### src/rtl/mmio_port_pkg.sv
package mmio_port_pkg;

    localparam int BYTE_W      = 8;
    localparam int IDX_W       = 5;
    localparam int OP_W        = 2;
    localparam int AREA_W      = 2;
    localparam int ADDR_W      = IDX_W + OP_W + AREA_W;
    localparam int NREG        = 1 << IDX_W;
    localparam int LOW_BANK    = 16;
    localparam int RAM_ADDR_W  = 20;
    localparam int BASE_LSB    = 13;

    localparam int IX_RELOC_EV = 0;
    localparam int IX_RELOC_OD = 1;
    localparam int IX_HSTS_EV  = 8;
    localparam int IX_HSTS_OD  = 9;
    localparam int IX_PAGE     = 24;

    localparam int ERR_BIT     = 2;
    localparam int INTEN_BIT   = 6;

    localparam logic [BYTE_W-1:0] IRQ_EV_MASK  = 8'h1C;
    localparam logic [BYTE_W-1:0] PAGE_EN_MASK = 8'hC0;

    typedef enum logic [OP_W-1:0] {
        OP_WR  = 2'b00,
        OP_AND = 2'b01,
        OP_OR  = 2'b10,
        OP_RD  = 2'b11
    } op_e;

    typedef enum logic [AREA_W-1:0] {
        AR_CTRL = 2'b00,
        AR_RSVD = 2'b01,
        AR_IDA  = 2'b10,
        AR_IDB  = 2'b11
    } area_e;

    typedef struct packed {
        op_e              op;
        area_e            area;
        logic [IDX_W-1:0] idx;
        logic             rd;
        logic             modify;
        logic             ctrl_ok;
        logic             bad;
    } dec_t;

    function automatic logic reg_mapped(input logic [IDX_W-1:0] idx);
        return (int'(idx) < LOW_BANK) || (int'(idx) == IX_PAGE);
    endfunction

    function automatic logic [BYTE_W-1:0] wr_mask(input logic [IDX_W-1:0] idx);
        logic [BYTE_W-1:0] m;
        case (int'(idx))
            IX_RELOC_EV: m = 8'hFE;
            IX_RELOC_OD: m = 8'hF3;
            IX_HSTS_EV:  m = 8'h5D;
            IX_HSTS_OD:  m = 8'h7E;
            IX_PAGE:     m = 8'hFF;
            default:     m = (int'(idx) < LOW_BANK) ? 8'hFF : 8'h00;
        endcase
        return m;
    endfunction

endpackage

### src/rtl/mmio_decode.sv
module mmio_decode
    import mmio_port_pkg::*;
(
    input  logic              valid,
    input  logic [ADDR_W-1:0] addr,
    output dec_t              dec
);

    logic [IDX_W-1:0] idx;
    op_e              op;
    area_e            area;
    logic             mapped;

    always_comb begin
        idx    = addr[IDX_W-1:0];
        op     = op_e'(addr[IDX_W+OP_W-1:IDX_W]);
        area   = area_e'(addr[ADDR_W-1:IDX_W+OP_W]);
        mapped = reg_mapped(idx);

        dec.op      = op;
        dec.area    = area;
        dec.idx     = idx;
        dec.rd      = valid && (op == OP_RD);
        dec.modify  = valid && (op != OP_RD);
        dec.ctrl_ok = (area == AR_CTRL) && mapped;
        dec.bad     = valid && ((area == AR_RSVD)
                              || ((area == AR_CTRL) && !mapped)
                              || (area[1] && (op != OP_RD)));
    end

endmodule

### src/rtl/mmio_atomic_alu.sv
module mmio_atomic_alu
    import mmio_port_pkg::*;
(
    input  op_e               op,
    input  logic [BYTE_W-1:0] cur,
    input  logic [BYTE_W-1:0] wdata,
    input  logic [BYTE_W-1:0] wmask,
    output logic [BYTE_W-1:0] nxt,
    output logic              ro_viol
);

    logic [BYTE_W-1:0] res;

    always_comb begin
        case (op)
            OP_WR:   res = wdata;
            OP_AND:  res = cur & wdata;
            OP_OR:   res = cur | wdata;
            default: res = cur;
        endcase
        nxt     = (cur & ~wmask) | (res & wmask);
        ro_viol = |((res ^ cur) & ~wmask);
    end

endmodule

### src/rtl/mmio_regs.sv
module mmio_regs
    import mmio_port_pkg::*;
#(
    parameter int                  ID_BYTES      = 6,
    parameter logic [1:0]          RAM_SIZE_CODE = 2'b10,
    parameter logic [8*ID_BYTES-1:0] NODE_ADDR   = 48'h021A2B3C4D5E
) (
    input  logic              clk,
    input  logic              rst,
    input  dec_t              dec,
    input  logic [BYTE_W-1:0] wdata,
    input  logic [BYTE_W-1:0] evt_set,
    output logic              rd_valid,
    output logic [BYTE_W-1:0] rd_data,
    output logic [BYTE_W-2:0] base_field,
    output logic [BYTE_W-1:0] page_byte,
    output logic [BYTE_W-1:0] sts_even,
    output logic [BYTE_W-1:0] sts_odd
);

    localparam logic [BYTE_W-1:0] SIZE_BITS = {4'b0000, RAM_SIZE_CODE, 2'b00};

    typedef struct packed {
        logic [NREG-1:0][BYTE_W-1:0] regs;
        logic                        rd_v;
        logic [BYTE_W-1:0]           rd;
    } state_t;

    state_t state_d, state_q;

    logic [NREG-1:0][BYTE_W-1:0] view;
    logic [NREG-1:0][BYTE_W-1:0] id_a;
    logic [NREG-1:0][BYTE_W-1:0] id_b;

    for (genvar g = 0; g < NREG; g++) begin : g_slot
        localparam logic [IDX_W-1:0] GI = IDX_W'(g);
        if (g == IX_RELOC_OD) begin : g_ro
            assign view[g] = (state_q.regs[g] & wr_mask(GI)) | SIZE_BITS;
        end else begin : g_rw
            assign view[g] = state_q.regs[g] & wr_mask(GI);
        end
        if (g < ID_BYTES) begin : g_node
            assign id_a[g] = NODE_ADDR[8*(ID_BYTES-g)-1 -: 8];
        end else begin : g_pad
            assign id_a[g] = '0;
        end
        assign id_b[g] = (g % 2 == 1) ? 8'hAA : 8'h55;
    end

    logic [BYTE_W-1:0] cur;
    logic [BYTE_W-1:0] wm;
    logic [BYTE_W-1:0] alu_nxt;
    logic              ro_viol;

    assign cur = view[dec.idx];
    assign wm  = wr_mask(dec.idx);

    mmio_atomic_alu u_alu (
        .op      (dec.op),
        .cur     (cur),
        .wdata   (wdata),
        .wmask   (wm),
        .nxt     (alu_nxt),
        .ro_viol (ro_viol)
    );

    logic              err;
    logic [BYTE_W-1:0] rsel;

    always_comb begin
        state_d = state_q;

        err = dec.bad || (dec.modify && dec.ctrl_ok && ro_viol);

        case (dec.area)
            AR_CTRL: rsel = dec.ctrl_ok ? cur : '0;
            AR_IDA:  rsel = id_a[dec.idx];
            AR_IDB:  rsel = id_b[dec.idx];
            default: rsel = '0;
        endcase

        if (dec.modify && dec.ctrl_ok) begin
            state_d.regs[dec.idx] = alu_nxt & wm;
        end

        state_d.regs[IX_HSTS_OD] = state_d.regs[IX_HSTS_OD]
                                 | (evt_set & wr_mask(IDX_W'(IX_HSTS_OD)));

        if (err) begin
            state_d.regs[IX_HSTS_EV][ERR_BIT] = 1'b1;
        end

        state_d.rd_v = dec.rd;
        if (dec.rd) begin
            state_d.rd = rsel;
        end
    end

    always_ff @(posedge clk) begin
        if (rst) begin
            state_q <= '0;
        end else begin
            state_q <= state_d;
        end
    end

    assign rd_valid   = state_q.rd_v;
    assign rd_data    = state_q.rd;
    assign base_field = view[IX_RELOC_EV][BYTE_W-1:1];
    assign page_byte  = view[IX_PAGE];
    assign sts_even   = view[IX_HSTS_EV];
    assign sts_odd    = view[IX_HSTS_OD];

endmodule

### src/rtl/mmio_atomic_port.sv
module mmio_atomic_port
    import mmio_port_pkg::*;
#(
    parameter int                    ID_BYTES      = 6,
    parameter logic [1:0]            RAM_SIZE_CODE = 2'b10,
    parameter logic [8*ID_BYTES-1:0] NODE_ADDR     = 48'h021A2B3C4D5E
) (
    input  logic                  clk,
    input  logic                  rst,
    input  logic                  req_valid,
    input  logic [ADDR_W-1:0]     req_addr,
    input  logic [BYTE_W-1:0]     req_wdata,
    input  logic [BYTE_W-1:0]     evt_set,
    output logic                  rd_valid,
    output logic [BYTE_W-1:0]     rd_data,
    output logic [RAM_ADDR_W-1:0] ram_base,
    output logic                  paging_en,
    output logic                  irq
);

    dec_t              dec;
    logic [BYTE_W-2:0] base_field;
    logic [BYTE_W-1:0] page_byte;
    logic [BYTE_W-1:0] sts_even_q;
    logic [BYTE_W-1:0] sts_odd_q;

    mmio_decode u_decode (
        .valid (req_valid),
        .addr  (req_addr),
        .dec   (dec)
    );

    mmio_regs #(
        .ID_BYTES      (ID_BYTES),
        .RAM_SIZE_CODE (RAM_SIZE_CODE),
        .NODE_ADDR     (NODE_ADDR)
    ) u_regs (
        .clk        (clk),
        .rst        (rst),
        .dec        (dec),
        .wdata      (req_wdata),
        .evt_set    (evt_set),
        .rd_valid   (rd_valid),
        .rd_data    (rd_data),
        .base_field (base_field),
        .page_byte  (page_byte),
        .sts_even   (sts_even_q),
        .sts_odd    (sts_odd_q)
    );

    assign ram_base  = {base_field, {BASE_LSB{1'b0}}};
    assign paging_en = ((page_byte & PAGE_EN_MASK) == PAGE_EN_MASK);
    assign irq       = sts_even_q[INTEN_BIT]
                     & ((|(sts_even_q & IRQ_EV_MASK))
                      | (|(sts_odd_q & wr_mask(IDX_W'(IX_HSTS_OD)))));

endmodule

### config.mk
export PLATFORM = sky130hd
export DESIGN_NAME = mmio_atomic_port
export DESIGN_NICKNAME = d
export VERILOG_FILES = /design/src/rtl/mmio_port_pkg.sv /design/src/rtl/mmio_decode.sv /design/src/rtl/mmio_atomic_alu.sv /design/src/rtl/mmio_regs.sv /design/src/rtl/mmio_atomic_port.sv
export SDC_FILE = /design/constraint.sdc
export NUM_CORES = 1
export LEC_CHECK = 0
export BUFFER_PORTS_ARGS = -buffer_cell sky130_fd_sc_hd__clkbuf_2
export CAP_MARGIN = 20
export CORE_MARGIN = 10
export CORE_UTILIZATION = 30
export DETAILED_ROUTE_END_ITERATION = 6
export PLACE_DENSITY = 0.58
export SYNTH_ARGS = -nofsm -noshare
export SYNTH_HDL_FRONTEND = slang
export SYNTH_SLANG_ARGS = --single-unit
### constraint.sdc
create_clock -name clk -period 4.7 [get_ports clk]
set_input_delay 0.235 -clock clk [delete_from_list [all_inputs] [get_ports clk]]
set_output_delay 0.235 -clock clk [all_outputs]
set_load 0.005 [all_outputs]
=== Word level (Yosys, flattened, before mapping) ===
Memories as Yosys holds them, arrays and structs flattened.
Cells that the tools add are included.

* Equality and inequality tests: 13
* Mux-type cells: 14
* Reduce and logical (&&, ||, !) cells: 21
* Order comparisons: 3
* Bitwise operators: 12

{| class="wikitable"
|+ Operators with widths
! cell !! number
|-
| $bwmux 256 || 1
|-
| $mux 80 || 1
|-
| $mux 8 || 6
|-
| $pmux 8 s3 || 2
|-
| $and 8x8->8 || 5
|-
| $bmux 8 s5 || 1
|-
| $demux 8 s5 || 1
|-
| $pmux 8 s5 || 1
|-
| $or 8x8->8 || 2
|-
| $eq 5x4->1 const B || 3
|-
| $eq 2x2->1 const B || 5
|-
| $logic_and 1x1->1 || 9
|-
| $not 8->8 || 1
|-
| $or 8x7->8 || 1
|-
| $reduce_or 8->1 || 1
|-
| $xor 8x8->8 || 1
|-
| $lt 5x6->1 const B || 1
|-
| $reduce_or 6->1 || 1
|-
| $eq 5x1->1 const B || 1
|-
| $eq 5x5->1 const B || 1
|-
| $ge 5x1->1 const B || 1
|-
| $logic_not 5->1 || 1
|-
| $lt 5x5->1 const B || 1
|-
| $eq 2x1->1 const B || 2
|-
| 9 further kinds || 13
|}

* Word-level logic and storage cells: 100
* Output and inout port bits: 31
* Bits in registers: 265
* Memories: 2
* Memory bits (read-only): 512

{| class="wikitable"
|+ Memories
! name !! words !! bits a word !! read ports !! clocked after Yosys merged registers in !! wr ports !! RTL line !! text
|-
| (no name shown) || 32 || 8 || 1 || 0 || 0 || mmio_regs.sv:77 || <nowiki>AR_IDA: rsel = id_a[dec.idx];</nowiki>
|-
| (no name shown) || 32 || 8 || 1 || 0 || 0 || mmio_regs.sv:78 || <nowiki>AR_IDB: rsel = id_b[dec.idx];</nowiki>
|}

=== Longest topological paths before layout ===
* Depth in word-level cells: 10
* Mapped depth: 11

=== By module ===
Synthesis repeated with hierarchy kept, for this count alone.

* Cell total of the unflattened synthesis: 887
* Area total of the unflattened synthesis: 7278.2 um^2

{| class="wikitable"
|+ Modules (own cells, without submodules)
! module !! instances !! cells an instance !! sequential area each (um^2) !! area each (um^2)
|-
| mmio_regs || 1 || 789 || 2742.6 || 6705.2
|-
| mmio_atomic_alu || 1 || 61 || 0.0 || 317.8
|-
| mmio_atomic_port || 1 || 20 || 0.0 || 132.6
|-
| mmio_decode || 1 || 17 || 0.0 || 122.6
|}

=== Worst setup path after synthesis ===
Ideal clock, no wire load.

* Kind: input -> register
* From: input req_addr[0]
* To: register u_regs.state_q[37] (netlist name)
* Setup slack: 2465 ps
* Stages on the path: 10
* Arrival: 2098 ps
* Path buffers: 5
* Required time: 4563 ps
* Path through: buf_6 buf_6 buf_6 buf_4 mux4_2 a211oi_4 nand2_2 a2bb2oi_4 buf_6 a211oi_2

* Cells in the longest elaborated chain, start to end: 8

{| class="wikitable"
|+ RTL lines
! what !! RTL line !! text
|-
| from (decl) || mmio_atomic_port.sv:11 || <nowiki>input logic [ADDR_W-1:0] req_addr,</nowiki>
|-
| $bmux 8 s5 / $lt 5x5->1 (equally long branches) || mmio_regs.sv:55, mmio_port_pkg.sv:50, mmio_port_pkg.sv:61 ||
|-
| $mux 8 (on tied branches) || mmio_regs.sv:55, mmio_port_pkg.sv:61 ||
|-
| $or 8x8->8 (tied with other cells) || mmio_atomic_alu.sv:18 || <nowiki>OP_OR: res = cur | wdata;</nowiki>
|-
| $pmux 8 s3 / $not 8->8 (equally long branches) || mmio_atomic_alu.sv:15, mmio_atomic_alu.sv:21 ||
|-
| $and 8x8->8 || mmio_atomic_alu.sv:21 || <nowiki>nxt = (cur & ~wmask) | (res & wmask);</nowiki>
|-
| $or 8x8->8 || mmio_atomic_alu.sv:21 ||
|-
| $and 8x8->8 || mmio_regs.sv:83 || <nowiki>state_d.regs[dec.idx] = alu_nxt & wm;</nowiki>
|-
| $bwmux 256 || mmio_regs.sv:83 ||
|-
| to (signal assigned) || mmio_regs.sv:103 || <nowiki>state_q <= state_d;</nowiki>
|-
| to (decl) || mmio_regs.sv:29 || <nowiki>state_t state_d, state_q;</nowiki>
|}

Parallel ways exist; a longest one is shown, timed or not. The select of a mux whose other input is x is not followed.
A chain may end at the register's enable or synchronous reset.

=== Final worst setup path ===
* From: input req_addr[0]
* To: register u_regs.state_q (netlist bit u_regs.sts_odd[1])

* Cells in the longest elaborated chain, start to end: 10

{| class="wikitable"
|+ RTL lines
! what !! RTL line !! text
|-
| $bmux 8 s5 / $lt 5x5->1 (equally long branches) || mmio_regs.sv:55, mmio_port_pkg.sv:50, mmio_port_pkg.sv:61 ||
|-
| $mux 8 (on tied branches) || mmio_regs.sv:55, mmio_port_pkg.sv:61 ||
|-
| $or 8x8->8 (tied with other cells) || mmio_atomic_alu.sv:18 ||
|-
| $pmux 8 s3 / $not 8->8 (equally long branches) || mmio_atomic_alu.sv:15, mmio_atomic_alu.sv:21 ||
|-
| $and 8x8->8 || mmio_atomic_alu.sv:21 ||
|-
| $or 8x8->8 || mmio_atomic_alu.sv:21 ||
|-
| $and 8x8->8 || mmio_regs.sv:83 ||
|-
| $bwmux 256 || mmio_regs.sv:83 ||
|-
| $mux 80 (*) || mmio_regs.sv:82 || <nowiki>if (dec.modify && dec.ctrl_ok) begin</nowiki>
|-
| $or 8x7->8 (*) || mmio_regs.sv:87 || <nowiki>| (evt_set & wr_mask(IDX_W'(IX_HSTS_OD)));</nowiki>
|}

Mark *: on every way between the ends. The rest lies on a longest branch, timed or not. The select of a mux whose other input is x is not followed.

==> flow_metrics.tcl <==
set metrics [dict create \
    gr_util_all_layers 0.128 \
    start_util 0.303 \
    synth_edf_count 0 \
    rr_startpoint "u_regs.sts_odd[3]" \
    synth.distinct_cells 75 \
    clock.fmax_mhz 326 \
    final.setup.tns_ps 0 \
    drv_slew 0 \
    peakVddDrop_uv 248 \
    critPathMaxStageDelay_ps 720 \
    final_cell_mix "sky130_fd_sc_hd__dfxtp_1, sky130_fd_sc_hd__nor2_1, sky130_fd_sc_hd__a211oi_1" \
    worst_path_clk_slew_ps 60 \
    antenna_cells 0 \
    layout.cells.most_common "sky130_fd_sc_hd__dfxtp_1" \
    category_of_the_worst_setup_path_capture_point "flop" \
    routedWlPerCell_um 18.1 \
    synth.cell_area_um2 7070 \
    design.die.area_um2 30100 \
    yosysSeqAreaShare 0.388 \
    critical_path_launch_point "req_addr[0]" \
    power.density_cell_area_nw_per_um2 335 \
    num_io_pins 59 \
    leakagePower_nw 2.56 \
    synth-async-reset-ratio 0 \
    sw_frac_of_total 0.250 \
    cts_inserted_buffers 17 \
    clockBufferDepth 2 \
    die_y_um 173 \
    layout_min_cycle_time_ps 3070 \
    global_route_wire_length_before_repair_mm 30.9 \
    timing.final.setup_violations 0 \
    initialDrtViolationCount 482 \
    path_max_fanout 64 \
    first_global_vias 5273 \
    timing.hold.worst.start "evt_set[5]" \
    timing.critical_path.cells "buf_4, mux4_2, mux2_2, a221oi_4, nand2_1, a2bb2oi_2, a221oi_1" \
    cts.repair_timing.setup_buffer_count 0 \
    power.share.sequential 0.455 \
    final-hold-violation-count 0 \
    setup_repair_after_global_routing_missed_its_margin "false" \
    post-route-drc-count 0 \
    final_layout_size_suffix_gt1_frac 0.205 \
    timing.hold.worst.class "input port to flop" \
    cts.htree.levels 4 \
    antenna_found_initial 0 \
    cellInternalPower_w 0.00194 \
    worst_pin_slew_ps 1060 \
    synth-main-ff-cell "sky130_fd_sc_hd__dfxtp_1" \
    routed_wirelength_mm 19.6 \
    power.switching_w 0.000649 \
    grt_start_max_net_pins 104 \
    final_min_period_over_clock_period 0.652 \
    gp_congestion 0.853 \
    arrival_worst_endpoint_ps 3310 \
    core_ar_um2 23300 \
    run_status "complete, no violations" \
    avgViaCountPerCell 5.15 \
    setup.worst_path.start_class "input port" \
    area_delta_synth_final_pct 9.44 \
    die_wd_um 173 \
    comb_power_share 0.082 \
    design_power_total_w 0.00259 \
    cts.repair.resized 0 \
    p_clk_frac 0.463 \
    cts_tree "done" \
    clockRootBuffer "sky130_fd_sc_hd__clkbuf_16" \
    worst_skew_pair.late_latency_ps 420 \
    slew_headroom 0.293 \
    grt_overflow 0 \
    count_of_vias_placed_by_the_detailed_router 5591 \
    placementRows 56 \
    detail_route.first_pass.iterations 5 \
    worstPathRequired_ps 4940 \
    synth.ff_latch_count 137 \
    slowest_stage "sky130_fd_sc_hd__buf_4" \
    synthesis.area_per_instance_um2 9.25 \
    clock_skew_ps 9.08 \
    final.fill_count 2426 \
    finish.net_count 782 \
    routed_antenna_nets 0 \
    cts_sinks 137 \
    cts_hold_buffers 0 \
    dp.final_hpwl_mm 13.3 \
    yosysWarnings 0 \
    syn-instance-count 764 \
    worstSetupPathType "input port to flop" \
    cap_viol_max_count 0 \
    io_buffer_count 43 \
]
## metrics by stage
step	hold WS, ps	area [µm²]	setup WS [ps]	utilization	std cells
5_1_grt	111	7730	1470	0.331	1085
4_1_cts	63.9	7730	1650	0.331	1085
3_5_place_dp	444	7210	1220	0.309	1054
3_3_place_gp	440	7210	1200	0.309	1054
2_1_floorplan	396	7110	2470	-	776
6_report	76.2	7730	1630	0.331	1085
## synth_stat cells, types with 4 or more instances
| cell | n | share of area |
|---|---|---|
| sky130_fd_sc_hd__a211oi_1 | 68 | 0.072 |
| sky130_fd_sc_hd__a211oi_2 | 13 | 0.023 |
| sky130_fd_sc_hd__a21oi_1 | 27 | 0.019 |
| sky130_fd_sc_hd__a221oi_1 | 8 | 0.0099 |
| sky130_fd_sc_hd__and3_1 | 5 | 0.0044 |
| sky130_fd_sc_hd__buf_2 | 21 | 0.015 |
| sky130_fd_sc_hd__buf_4 | 36 | 0.038 |
| sky130_fd_sc_hd__buf_6 | 9 | 0.014 |
| sky130_fd_sc_hd__clkbuf_1 | 23 | 0.012 |
| sky130_fd_sc_hd__dfxtp_1 | 137 | 0.39 |
| sky130_fd_sc_hd__inv_1 | 7 | 0.0037 |
| sky130_fd_sc_hd__mux2_2 | 5 | 0.0080 |
| sky130_fd_sc_hd__mux2i_1 | 24 | 0.034 |
| sky130_fd_sc_hd__mux4_2 | 17 | 0.054 |
| sky130_fd_sc_hd__nand2_1 | 54 | 0.029 |
| sky130_fd_sc_hd__nand2b_1 | 5 | 0.0044 |
| sky130_fd_sc_hd__nand3_1 | 10 | 0.0071 |
| sky130_fd_sc_hd__nand3b_1 | 31 | 0.033 |
| sky130_fd_sc_hd__nor2_1 | 123 | 0.065 |
| sky130_fd_sc_hd__nor2b_1 | 6 | 0.0053 |
| sky130_fd_sc_hd__nor3_1 | 12 | 0.0085 |
| sky130_fd_sc_hd__nor3_2 | 7 | 0.0099 |
| sky130_fd_sc_hd__o21ai_0 | 18 | 0.013 |
| sky130_fd_sc_hd__o21ai_1 | 17 | 0.012 |
| sky130_fd_sc_hd__o21ai_2 | 12 | 0.015 |
| sky130_fd_sc_hd__o22ai_1 | 4 | 0.0035 |
| sky130_fd_sc_hd__o31ai_1 | 5 | 0.0053 |
## path summary, 6_finish.rpt
path                                       endpoint  slack (ps)  depth (start not counted)
worst max-delay path              u_regs.sts_odd[1]        1630                          7
worst min-delay path              u_regs.sts_odd[5]          80                          3
worst max register to register    u_regs.sts_odd[3]        2120                          7
worst min register to register  u_regs.state_q[131]         450                          2
## sequential cells by signal, summed over array words and instances (netlist names)
name / flops
u_regs.base_field: 7
u_regs.page_byte: 8
u_regs.rd_data: 8
u_regs.rd_valid: 1
u_regs.state_q: 102
u_regs.sts_even: 5
u_regs.sts_odd: 6
## final cells by class
class / count / area (µm²) / area share
clock buffers: 22 / 474 / 0.0613
clock inverters: 9 / 50.0 / 0.00647
inverters: 7 / 26.3 / 0.00340
multi-input cells: 542 / 3770 / 0.488
flip-flops and latches: 137 / 2740 / 0.355
well taps: 319 / 399 / 0.0516
repair buffers: 49 / 265 / 0.0343
## layer usage
metal	global-route usage	vias up	part of all wire
met2	0.195	149	0.45
met1	0.175	2693	0.49
li1	-	2735	-
met5	0	-	0
met3	0.0346	14	0.054
met4	0.0334	0	0.0089
## logic make-up after synthesis
kind of cell	synth area share
buffers and inverters	0.0839
AOI/OAI and AO/OA	0.232
muxes	0.0962
DFF	0.388
other	0.000531
and+or+nand+nor	0.200
## power by group through the flow
stage | registers, W | logic (W) | clock network [W]
3_5_place_dp | 0.00120 | 0.000210 | 0
5_1_grt | 0.00118 | 0.000228 | 0.00127
4_1_cts | 0.00118 | 0.000211 | 0.00122
3_3_place_gp | 0.00120 | 0.000210 | 0
6_report | 0.00118 | 0.000212 | 0.00120
2_1_floorplan | 0.00120 | 0.000168 | 0
## critical path: cells and delay by family
kind | cells | cell delay (ps)
muxes | 2 | 940
and+or+nand+nor | 1 | 110
buffers and inverters | 1 | 720
AOI/OAI and AO/OA | 3 | 1190
(Power assumes the default switching activity.)
